==> config.mk <==
export PLATFORM = sky130hd
export DESIGN_NAME = p1284_negotiator
export DESIGN_NICKNAME = d
export VERILOG_FILES = /design/src/rtl/p1284_pkg.sv /design/src/rtl/p1284_sync.sv /design/src/rtl/p1284_phase_timer.sv /design/src/rtl/p1284_neg_fsm.sv /design/src/rtl/p1284_negotiator.sv
export SDC_FILE = /design/constraint.sdc
export NUM_CORES = 1
export LEC_CHECK = 0
export ABC_AREA = 1
export BUFFER_PORTS_ARGS = -buffer_cell sky130_fd_sc_hd__clkbuf_2
export CAP_MARGIN = 0
export CORE_ASPECT_RATIO = 1.2
export CORE_MARGIN = 3
export CORE_UTILIZATION = 40
export CTS_BUF_LIST = sky130_fd_sc_hd__clkbuf_8
export CTS_CLUSTER_SIZE = 8
export DETAILED_ROUTE_END_ITERATION = 8
export GPL_ROUTABILITY_DRIVEN = 0
export GPL_TIMING_DRIVEN = 0
export MAX_ROUTING_LAYER = met4
export PLACE_DENSITY = 0.65
export SYNTH_ARGS = -nofsm -noshare
export SYNTH_HDL_FRONTEND = slang
export SYNTH_SLANG_ARGS = --single-unit
==> constraint.sdc <==
create_clock -name clk -period 2.05 [get_ports clk]
set_input_delay 0.5125 -clock clk [delete_from_list [all_inputs] [get_ports clk]]
set_output_delay 0.5125 -clock clk [all_outputs]
set_load 0.05 [all_outputs]
==> src/rtl/p1284_pkg.sv <==
package p1284_pkg;

    typedef enum logic [2:0] {
        RES_NONE    = 3'd0,
        RES_OK      = 3'd1,
        RES_REFUSED = 3'd2,
        RES_TIMEOUT = 3'd3,
        RES_IOERR   = 3'd4
    } result_e;

    typedef enum logic [1:0] {
        MODE_COMPAT = 2'd0,
        MODE_NIBBLE = 2'd1,
        MODE_EXT    = 2'd2
    } mode_e;

    typedef enum logic [2:0] {
        S_IDLE,
        S_N_SETUP,
        S_N_RESP,
        S_N_STRB,
        S_N_ACKHI,
        S_T_ACK,
        S_T_ACKHI
    } state_e;

    // Peripheral status as seen after synchronisation
    typedef struct packed {
        logic nack;
        logic busy;
        logic perror;
        logic select;
        logic nfault;
    } status_t;

    // Host-driven control lines
    typedef struct packed {
        logic nstrobe;
        logic nautofd;
        logic nselectin;
        logic ninit;
    } ctl_t;

    localparam ctl_t CTL_COMPAT = '{nstrobe: 1'b1, nautofd: 1'b1, nselectin: 1'b0, ninit: 1'b1};
    localparam ctl_t CTL_REQ    = '{nstrobe: 1'b1, nautofd: 1'b0, nselectin: 1'b1, ninit: 1'b1};
    localparam ctl_t CTL_ACTIVE = '{nstrobe: 1'b1, nautofd: 1'b1, nselectin: 1'b1, ninit: 1'b1};

    localparam logic [7:0] NIBBLE_CODE = 8'h00;

    function automatic logic neg_resp_seen(status_t s);
        return s.perror & s.select & s.nfault & ~s.nack;
    endfunction

    function automatic logic term_ack_seen(status_t s);
        return s.busy & s.nfault & ~s.nack;
    endfunction

endpackage

==> src/rtl/p1284_sync.sv <==
module p1284_sync #(
    parameter int W      = 5,
    parameter int STAGES = 2
) (
    input  logic         clk,
    input  logic         rst,
    input  logic [W-1:0] d,
    input  logic [W-1:0] rst_val,
    output logic [W-1:0] q
);
    logic [W-1:0] stage_q [STAGES];

    always_ff @(posedge clk) begin
        if (rst) begin
            for (int i = 0; i < STAGES; i++) stage_q[i] <= rst_val;
        end else begin
            stage_q[0] <= d;
            for (int i = 1; i < STAGES; i++) stage_q[i] <= stage_q[i-1];
        end
    end

    assign q = stage_q[STAGES-1];
endmodule

==> src/rtl/p1284_phase_timer.sv <==
module p1284_phase_timer #(
    parameter int CW = 3
) (
    input  logic          clk,
    input  logic          rst,
    input  logic          clr,
    input  logic          tick,
    input  logic [CW-1:0] limit,
    output logic          hit
);
    localparam logic [CW-1:0] CNT_MAX = {CW{1'b1}};
    logic [CW-1:0] cnt_q;

    always_ff @(posedge clk) begin
        if (rst || clr)                   cnt_q <= '0;
        else if (tick && cnt_q != CNT_MAX) cnt_q <= cnt_q + 1'b1;
    end

    // The limit-th tick seen in the current phase
    assign hit = tick && (limit != '0) && (cnt_q == limit - 1'b1);
endmodule

==> src/rtl/p1284_neg_fsm.sv <==
module p1284_neg_fsm
    import p1284_pkg::*;
#(
    parameter int T_SETUP = 1,
    parameter int T_RESP  = 6,
    parameter int CW      = 3
) (
    input  logic          clk,
    input  logic          rst,
    input  logic          cmd_neg,
    input  logic          cmd_term,
    input  logic [7:0]    ext_byte,
    input  status_t       st,
    input  logic          hit,
    output logic          tmr_clr,
    output logic [CW-1:0] tmr_limit,
    output ctl_t          ctl,
    output logic [7:0]    pd,
    output logic          busy,
    output logic          done,
    output result_e       result,
    output mode_e         mode,
    output logic          dir_rev
);
    localparam int T_LATE = T_SETUP + T_RESP;
    localparam logic [CW-1:0] LIM_SETUP = CW'(T_SETUP);
    localparam logic [CW-1:0] LIM_RESP  = CW'(T_RESP);
    localparam logic [CW-1:0] LIM_LATE  = CW'(T_LATE);

    state_e     st_q, st_d;
    ctl_t       ctl_q, ctl_d;
    logic [7:0] pd_q, pd_d;
    mode_e      mode_q, mode_d;
    logic       dir_q, dir_d;
    result_e    res_q, res_d;
    logic       done_q, done_d;

    always_comb begin
        st_d      = st_q;
        ctl_d     = ctl_q;
        pd_d      = pd_q;
        mode_d    = mode_q;
        dir_d     = dir_q;
        res_d     = res_q;
        done_d    = 1'b0;
        tmr_limit = LIM_LATE;
        unique case (st_q)
            S_IDLE: begin
                if (cmd_neg) begin
                    if (ctl_q.nselectin) begin
                        done_d = 1'b1;
                        res_d  = RES_IOERR;
                    end else begin
                        pd_d = ext_byte;
                        st_d = S_N_SETUP;
                    end
                end else if (cmd_term) begin
                    ctl_d  = CTL_COMPAT;
                    mode_d = MODE_COMPAT;
                    dir_d  = 1'b0;
                    st_d   = S_T_ACK;
                end
            end
            S_N_SETUP: begin
                tmr_limit = LIM_SETUP;
                if (hit) begin
                    ctl_d = CTL_REQ;
                    st_d  = S_N_RESP;
                end
            end
            S_N_RESP: begin
                tmr_limit = LIM_RESP;
                if (neg_resp_seen(st)) begin
                    ctl_d.nstrobe = 1'b0;
                    st_d          = S_N_STRB;
                end else if (hit) begin
                    done_d = 1'b1;
                    res_d  = RES_TIMEOUT;
                    st_d   = S_IDLE;
                end
            end
            S_N_STRB: begin
                tmr_limit = LIM_SETUP;
                if (hit) begin
                    ctl_d = CTL_ACTIVE;
                    st_d  = S_N_ACKHI;
                end
            end
            S_N_ACKHI: begin
                tmr_limit = LIM_LATE;
                if (st.nack) begin
                    done_d = 1'b1;
                    st_d   = S_IDLE;
                    if (pd_q == NIBBLE_CODE) begin
                        res_d  = RES_OK;
                        mode_d = MODE_NIBBLE;
                        dir_d  = 1'b1;
                    end else if (st.select) begin
                        res_d  = RES_OK;
                        mode_d = MODE_EXT;
                        dir_d  = 1'b0;
                    end else begin
                        res_d  = RES_REFUSED;
                    end
                end else if (hit) begin
                    done_d = 1'b1;
                    res_d  = RES_IOERR;
                    st_d   = S_IDLE;
                end
            end
            S_T_ACK: begin
                tmr_limit = LIM_LATE;
                if (term_ack_seen(st)) begin
                    ctl_d.nautofd = 1'b0;
                    st_d          = S_T_ACKHI;
                end else if (hit) begin
                    done_d = 1'b1;
                    res_d  = RES_IOERR;
                    st_d   = S_IDLE;
                end
            end
            S_T_ACKHI: begin
                tmr_limit = LIM_RESP;
                if (st.nack) begin
                    ctl_d.nautofd = 1'b1;
                    done_d        = 1'b1;
                    res_d         = RES_OK;
                    st_d          = S_IDLE;
                end else if (hit) begin
                    ctl_d.nautofd = 1'b1;
                    done_d        = 1'b1;
                    res_d         = RES_IOERR;
                    st_d          = S_IDLE;
                end
            end
            default: st_d = S_IDLE;
        endcase
    end

    assign tmr_clr = (st_d != st_q);

    always_ff @(posedge clk) begin
        if (rst) begin
            st_q   <= S_IDLE;
            ctl_q  <= CTL_COMPAT;
            pd_q   <= '0;
            mode_q <= MODE_COMPAT;
            dir_q  <= 1'b0;
            res_q  <= RES_NONE;
            done_q <= 1'b0;
        end else begin
            st_q   <= st_d;
            ctl_q  <= ctl_d;
            pd_q   <= pd_d;
            mode_q <= mode_d;
            dir_q  <= dir_d;
            res_q  <= res_d;
            done_q <= done_d;
        end
    end

    assign ctl     = ctl_q;
    assign pd      = pd_q;
    assign busy    = (st_q != S_IDLE);
    assign done    = done_q;
    assign result  = res_q;
    assign mode    = mode_q;
    assign dir_rev = dir_q;
endmodule

==> src/rtl/p1284_negotiator.sv <==
module p1284_negotiator
    import p1284_pkg::*;
#(
    parameter int T_SETUP     = 1,
    parameter int T_RESP      = 6,
    parameter int SYNC_STAGES = 2
) (
    input  logic       clk,
    input  logic       rst,
    input  logic       tick,
    input  logic       cmd_neg,
    input  logic       cmd_term,
    input  logic [7:0] ext_byte,
    input  logic       nack_i,
    input  logic       busy_i,
    input  logic       perror_i,
    input  logic       select_i,
    input  logic       nfault_i,
    output logic [7:0] pd_o,
    output logic       nstrobe_o,
    output logic       nautofd_o,
    output logic       nselectin_o,
    output logic       ninit_o,
    output logic       ctrl_busy_o,
    output logic       done_o,
    output logic [2:0] result_o,
    output logic [1:0] mode_o,
    output logic       dir_rev_o
);
    localparam int T_LATE = T_SETUP + T_RESP;
    localparam int CW     = $clog2(T_LATE + 1);
    localparam int SW     = $bits(status_t);
    localparam status_t ST_RST = '{nack: 1'b1, busy: 1'b0, perror: 1'b0, select: 1'b0, nfault: 1'b1};

    status_t       st_raw, st_sync;
    logic          hit, tmr_clr;
    logic [CW-1:0] tmr_limit;
    ctl_t          ctl;
    result_e       result;
    mode_e         mode;

    assign st_raw = '{nack: nack_i, busy: busy_i, perror: perror_i,
                      select: select_i, nfault: nfault_i};

    p1284_sync #(.W(SW), .STAGES(SYNC_STAGES)) u_sync (
        .clk     (clk),
        .rst     (rst),
        .d       (st_raw),
        .rst_val (ST_RST),
        .q       (st_sync)
    );

    p1284_phase_timer #(.CW(CW)) u_timer (
        .clk   (clk),
        .rst   (rst),
        .clr   (tmr_clr),
        .tick  (tick),
        .limit (tmr_limit),
        .hit   (hit)
    );

    p1284_neg_fsm #(.T_SETUP(T_SETUP), .T_RESP(T_RESP), .CW(CW)) u_fsm (
        .clk       (clk),
        .rst       (rst),
        .cmd_neg   (cmd_neg),
        .cmd_term  (cmd_term),
        .ext_byte  (ext_byte),
        .st        (st_sync),
        .hit       (hit),
        .tmr_clr   (tmr_clr),
        .tmr_limit (tmr_limit),
        .ctl       (ctl),
        .pd        (pd_o),
        .busy      (ctrl_busy_o),
        .done      (done_o),
        .result    (result),
        .mode      (mode),
        .dir_rev   (dir_rev_o)
    );

    assign nstrobe_o   = ctl.nstrobe;
    assign nautofd_o   = ctl.nautofd;
    assign nselectin_o = ctl.nselectin;
    assign ninit_o     = ctl.ninit;
    assign result_o    = result;
    assign mode_o      = mode;
endmodule

==> results of run 1 <==
==> flip-flops by register name, summed over array words and instances (netlist names) <==
signal	cells
u_sync.stage_q	10
u_fsm.pd	8
u_fsm.ctl	3
u_fsm.result	3
u_fsm.st_q	3
u_timer.cnt_q	3
u_fsm.dir_rev	1
u_fsm.done	1
u_fsm.mode	1
==> metal layers <==
metal	share of wire, %	wire length (microns)	global-route usage (%)	vias to the layer above
li1	-	-	-	843
met1	44	1688	19.77	745
met2	49	1919	28.99	42
met3	4.6	177	3.039	8
met4	2.4	94	6.707	0
met5	0	0	-	-
==> critical path, cell delays in order (launching register included) <==
cell and delay [ps]:
dfxtp_1 440, inv_2 130, nand2_2 120, nor2_1 70
inv_2 90, clkbuf_2 280
==> logic make-up (layout without fill, tap and decap cells) <==
family / Yosys count / after routing
AOI/OAI and AO/OA: 44 / 44
xor gates and xnor gates: 1 / 1
adders and majority gates: 2 / 2
and+or+nand+nor: 116 / 116
DFF: 33 / 33
other: 1 / 1
buffers and inverters: 42 / 86
==> Yosys cell counts (2+ instances only) <==
master    count
clkbuf_1      2
nand2_4       2
dfxtp_1      33
ha_1          2
nor2_2        3
nand3_2       2
o21ai_0      19
o31ai_1       2
nor3_2        4
nor2_1       41
a211oi_2      2
nand4_1       2
a21oi_2       3
inv_2         7
nand2_2       6
nand3_1      11
or2_2         4
buf_4         2
nand2_1      36
a21oi_1      15
inv_1        26
==> cell type report <==
type                    instances  area [sq um]  area share, %
well taps                      54         67.56          3.259
flip-flops and latches         33         660.6          31.86
inverters                      35         137.6          6.638
clock inverters                 1         5.005         0.2414
multi-input cells             164         874.6          42.18
clock buffers                   7         96.34          4.647
repair buffers                 36         180.2          8.690
plain buffers                   7         51.30          2.474
==> path summary, 6_finish.rpt <==
check / startpoint / depth (start not counted) / to / slack, ps
worst max-delay path: u_fsm.st_q[0] / 5 / ctrl_busy_o / 120
worst min-delay path: u_sync.stage_q[0][1] / 2 / u_sync.stage_q[0][6] / 400
worst max register to register: u_fsm.st_q[0] / 12 / u_fsm.result[1] / 290
worst min register to register: u_sync.stage_q[0][1] / 2 / u_sync.stage_q[0][6] / 400
==> stage by stage <==
| step | cells | utilization [%] | setup slack [ps] | hold WS, ps | instance area, sq um |
|---|---|---|---|---|---|
| 6_report | 337 | 51.38 | 118.0 | 402.8 | 2073 |
| 5_1_grt | 337 | 51.38 | 19.99 | 407.6 | 2073 |
| 4_1_cts | 337 | 51.38 | 122.5 | 398.4 | 2073 |
| 3_5_place_dp | 329 | 48.87 | 312.2 | 395.2 | 1972 |
| 3_3_place_gp | 329 | 48.87 | 326.8 | 390.6 | 1972 |
| 2_1_floorplan | 239 | - | 448.7 | 388.3 | 1724 |
==> power breakdown <==
part	total (mW)	internal [mW]	switching (mW)
logic	0.769	0.209	0.560
clock network	0.533	0.303	0.230
registers	0.779	0.722	0.0568
==> impl_metrics.toml, run 1 <==
[route]
wl_per_cell_microns = 11.51
firstDrtPassIters = 4
drtIter0Drc = 47
ant_nets = 0
dr_total_vias = 1638
routed_wl_microns = 3879
vias_per_cell = 4.861
drc = 0

[critical_path]
crit_fanout = 6
cp.arrival_ps = 1420
cp-start-kind = "flop"
worstSetupEndpointType = "output pin"
crit_type = "flop to output pin"
worstPathRequired_ps = 1540

[min_path]
hp-class = "flop to flop"

[yosys]
synth_cell_types = 36
synth-seq-area-share_pct = 38.32
synth.avg_cell_area_sq_um = 7.214
synth-async-reset-ratio_pct = 0
synth_top_family_by_area = "simple AND/OR/NAND/NOR gates"
synth_edf_count = 0
synthMuxAreaShare_pct = 0
synthFlopType = "dfxtp_1"
netlist.area_leader.share_pct = 38.32
synthAdderAreaFrac_pct = 1.451
synth_compound_area_share_pct = 14.80
synthCells = 239
syn_area_sq_um = 1724
synth.area.top_cells = "dfxtp_1 38%, nor2_1 8.9%, nand2_1 7.8%, inv_1 5.7%, o21ai_0 5.5%"
syn_nets = 259
synthXorXnorAreaFrac_pct = 0.5080
ys_warn_count = 0
synth-seq-cells = 33
yosysTopAreaCell = "dfxtp_1"
synth_simple_gate_area_share_pct = 33.74

[final_layout]
mostFrequentLayoutCells = "41 x nor2_1, 36 x nand2_1, 36 x clkbuf_2"
mostFrequentLayoutCell = "nor2_1"
num-fill-cells = 412
syn2layout_area_growth_pct = 20.25
num_antenna_cells = 0
num-nets-final = 302
drive_above_1_share_pct = 30.39

[sta]
hold_violations = 0
fin_setup_tns_ps = 0
relSlewSlack_pct = 65.61
finalClockSkew_ps = 2.426
fmax_mhz = 517.6
rsz0062_at_grt = "false"
finalSetupViolCount = 0
period_needed_ps = 1932
drv_slew = 0
period_share_pct = 94.25
tightest_slew_ps = 515.8

[status]
status = "completed"

[grt]
track_usage_pct = 17.10
grt-ovfl-total = 0
grt_antenna_before_repair = 0
grt_max_degree = 11
grt_pass1_wl_microns = 6748
grt_pass1_vias = 1541

[clocking]
cts_tree = "yes"
clockBufferDepth = 2
cts.clk_slew.worst_paths_ps = 60
h-tree-depth = 2
ctsHoldBuffers = 0
cts-buffers-inserted = 5
cts-root-buf = "clkbuf_8"
clk_latency_ps = 280
post_cts_resize_count = 0
postCtsSetupBuffers = 0
cts_sinks = 33

[run]
maxCapViolations = 0

[die]
die_h_microns = 77.92
rows = 25
start_util_pct = 42.73
die_area_sq_um = 5138
coreArea_sq_um = 4035
ios = 38
fp.dieW_microns = 65.94

[power_and_ir_drop]
report.power.total_mw = 2.081
p_leak_nw = 1.030
ir_drop_mv = 0.5391
p_per_area_nw_per_um2 = 1004

[placement]
hpwlAfterDp_microns = 3006
portBuffers = 36
(Power assumes the default switching activity.)
==> run 2, diff against run 1 <==
--- a/config.mk
+++ b/config.mk
@@ -5,7 +5,6 @@
 export SDC_FILE = /design/constraint.sdc
 export NUM_CORES = 1
 export LEC_CHECK = 0
-export ABC_AREA = 1
 export BUFFER_PORTS_ARGS = -buffer_cell sky130_fd_sc_hd__clkbuf_2
 export CAP_MARGIN = 0
 export CORE_ASPECT_RATIO = 1.2
==> constraint.sdc (replaced) <==
create_clock -name clk -period 2.19 [get_ports clk]
set_input_delay 0.5475 -clock clk [delete_from_list [all_inputs] [get_ports clk]]
set_output_delay 0.5475 -clock clk [all_outputs]
set_load 0.05 [all_outputs]
==> run 2 against run 1 <==
Synthesized cell count fell by 16%. Non-clock buffer count rose by 5. Highest routed layer unchanged. Sequential share of layout area rose by 0.51 points.
==> impl_metrics.toml, run 2 <==
[run]
maxCapViolations = 0

[critical_path]
regToRegStartpoint = "u_fsm.st_q[2]"
crit_type = "flop to output pin"
cp.arrival_ps = 1540
worstPathRequired_ps = 1640
critPathTopFamily = "buffers and inverters"
r2r_cells = 7
crit_chain = "clkbuf_4, clkinv_2, nand3_1, buf_2"
crit_fanout = 10
critPathLaunch = "u_fsm.st_q[1]"
cp_num_buf_inv = 3
reg2reg_slack_ps = 160
reg2reg_to = "u_timer.cnt_q[2]"
path_depth = 4
worstSetupEndpointType = "output pin"
max_stage_delay_ps = 440
cp_slowest_cell = "dfxtp_1"
endpoint = "ctrl_busy_o"
cp-start-kind = "flop"

[die]
fp.dieW_microns = 64.84
start_util_pct = 41.83
rows = 25
ios = 38
die_area_sq_um = 4966
die_h_microns = 76.60
coreArea_sq_um = 3973

[final_layout]
drive_above_1_share_pct = 25.41
top_register = "u_sync.stage_q"
multiInputGateArea_sq_um = 909.6
num_antenna_cells = 0
register_area_sq_um = 660.6
mostFrequentLayoutCells = "35 x clkbuf_2, 33 x dfxtp_1, 22 x nor2_1"
finalInstanceArea_sq_um = 2041
largest_reg_flops = 10
syn2layout_area_growth_pct = 22.82
mostFrequentLayoutCell = "clkbuf_2"
num-fill-cells = 414
num-nets-final = 263

[clocking]
clk_latency_ps = 290
h-tree-depth = 2
cts.clk_slew.worst_paths_ps = 70
postCtsSetupBuffers = 0
ctsHoldBuffers = 0
cts-root-buf = "clkbuf_8"
cts-buffers-inserted = 5
cts_sinks = 33
clockBufferDepth = 2
cts_tree = "yes"

[sta]
holdWs_ps = 411.8
finalSetupViolCount = 0
rsz0062_at_grt = "false"
setup_slack_ps = 103.3
relSlewSlack_pct = 62.19
hold_violations = 0
period_share_pct = 95.28
tightest_slew_ps = 565.5
period_needed_ps = 2087
finalClockSkew_ps = 4.171
drv_slew = 0
fin_setup_tns_ps = 0
fmax_mhz = 479.2

[yosys]
synth_edf_count = 0
synth-seq-area-share_pct = 39.76
post-synth-top-count-cell = "dfxtp_1"
synth.avg_cell_area_sq_um = 8.308
synthCells = 200
synthFlopType = "dfxtp_1"
syn_area_sq_um = 1662
netlist.area_leader.share_pct = 39.76
synth-async-reset-ratio_pct = 0
syn_nets = 220
yosysTopAreaCell = "dfxtp_1"
synth-seq-cells = 33
synth.area.top_cells = "dfxtp_1 40%, mux2i_1 6.6%, nor2_1 5.0%, a21oi_1 3.6%, o21ai_0 3.6%"
ys_warn_count = 0
netlist_top_cells_count = "33 x dfxtp_1, 22 x nor2_1, 15 x nand2_1"
synth_cell_types = 47

[grt]
grt_pass1_wl_microns = 7334
grt_antenna_before_repair = 0
grt_pass1_vias = 1600
grt-ovfl-total = 0
grt_max_degree = 13
track_usage_pct = 19.09

[route]
vias_per_cell = 5.607
ant_nets = 0
routed_wl_microns = 4234
firstDrtPassIters = 4
drtIter0Drc = 61
dr_total_vias = 1671
wl_per_cell_microns = 14.21
drc = 0

[placement]
portBuffers = 36
hpwlAfterDp_microns = 3079
dpl-instance-area_sq_um = 1909
place_ws_ps = 162.0

[power_and_ir_drop]
ir_drop_mv = 0.4748
p_leak_nw = 0.8996
p_per_area_nw_per_um2 = 814.6

[status]
status = "completed"

[min_path]
hp-class = "flop to flop"
[run 2: layer usage]
metal	vias to the layer above	global-route usage [%]	routed length (microns)
met5	-	-	0
met4	0	10.36	173
met3	18	3.687	309
met2	83	30.19	2087
met1	764	22.51	1664
li1	806	-	-
[run 2: layout make-up]
cell class                      instances  area share (%)
Multi-Input combinational cell        145           44.57
Sequential cell                        33           32.37
Timing Repair Buffer                   36           8.829
Clock buffer                            5           3.372
Buffer                                 12           3.372
Tap cell                               54           3.311
Clock inverter                          3           2.269
Inverter                               10           1.901
[run 2: worst min path at each step]
stage,slack [ps],from,cells past startpoint,to
3_5_place_dp,400,u_sync.stage_q[0][0],1,u_sync.stage_q[0][5]
2_1_floorplan,390,u_sync.stage_q[0][0],1,u_sync.stage_q[0][5]
5_1_grt,430,u_sync.stage_q[0][4],1,u_sync.stage_q[0][9]
4_1_cts,410,u_sync.stage_q[0][0],1,u_sync.stage_q[0][5]
3_3_place_gp,390,u_sync.stage_q[0][4],1,u_sync.stage_q[0][9]
6_report,410,u_sync.stage_q[0][4],1,u_sync.stage_q[0][9]
[run 2: power breakdown]
group / switching (mW) / leakage [nW] / total (mW) / internal [mW]
combinational: 0.289 / 0.575 / 0.424 / 0.135
sequential: 0.0222 / 0.270 / 0.659 / 0.637
clock: 0.239 / 0.0543 / 0.579 / 0.340
total: 0.550 / 0.900 / 1.66 / 1.11
[run 2: worst register-to-register path, stage by stage, from the launching register on]
cell and delay (ps):
dfxtp_1 310, buf_2 220, nand2b_1 170, nor2_1 60, o31ai_2 470, a2111oi_2 170
or4_1 490, nor2_1 90
[run 2: through the flow]
stage | util (%) | instances | power (mW)
floorplan | - | 200 | 0.9843
global placement | 48.06 | 290 | 1.083
detailed placement | 48.06 | 290 | 1.087
CTS | 50.99 | 298 | 1.669
global route | 51.37 | 298 | 1.757
finish | 51.37 | 298 | 1.662
[run 2: cells by family (layout without fill, tap and decap cells)]
logic type      Yosys count  count (layout)  synth area share (%)
simple gates             76              76                 22.89
compound gates           54              54                 22.21
flops                    33              33                 39.76
buf+inv                  22              66                 6.249
mux                      11              11                 6.627
fa+ha+maj                 2               2                 1.506
other cells               1               1                0.2257
xor+xnor                  1               1                0.5272
[run 2: timing repair]
action	CTS	global route
pin swaps	0	0
endpoints found under the setup margin	1	4
cloned	0	0
gates resized for setup	1	4
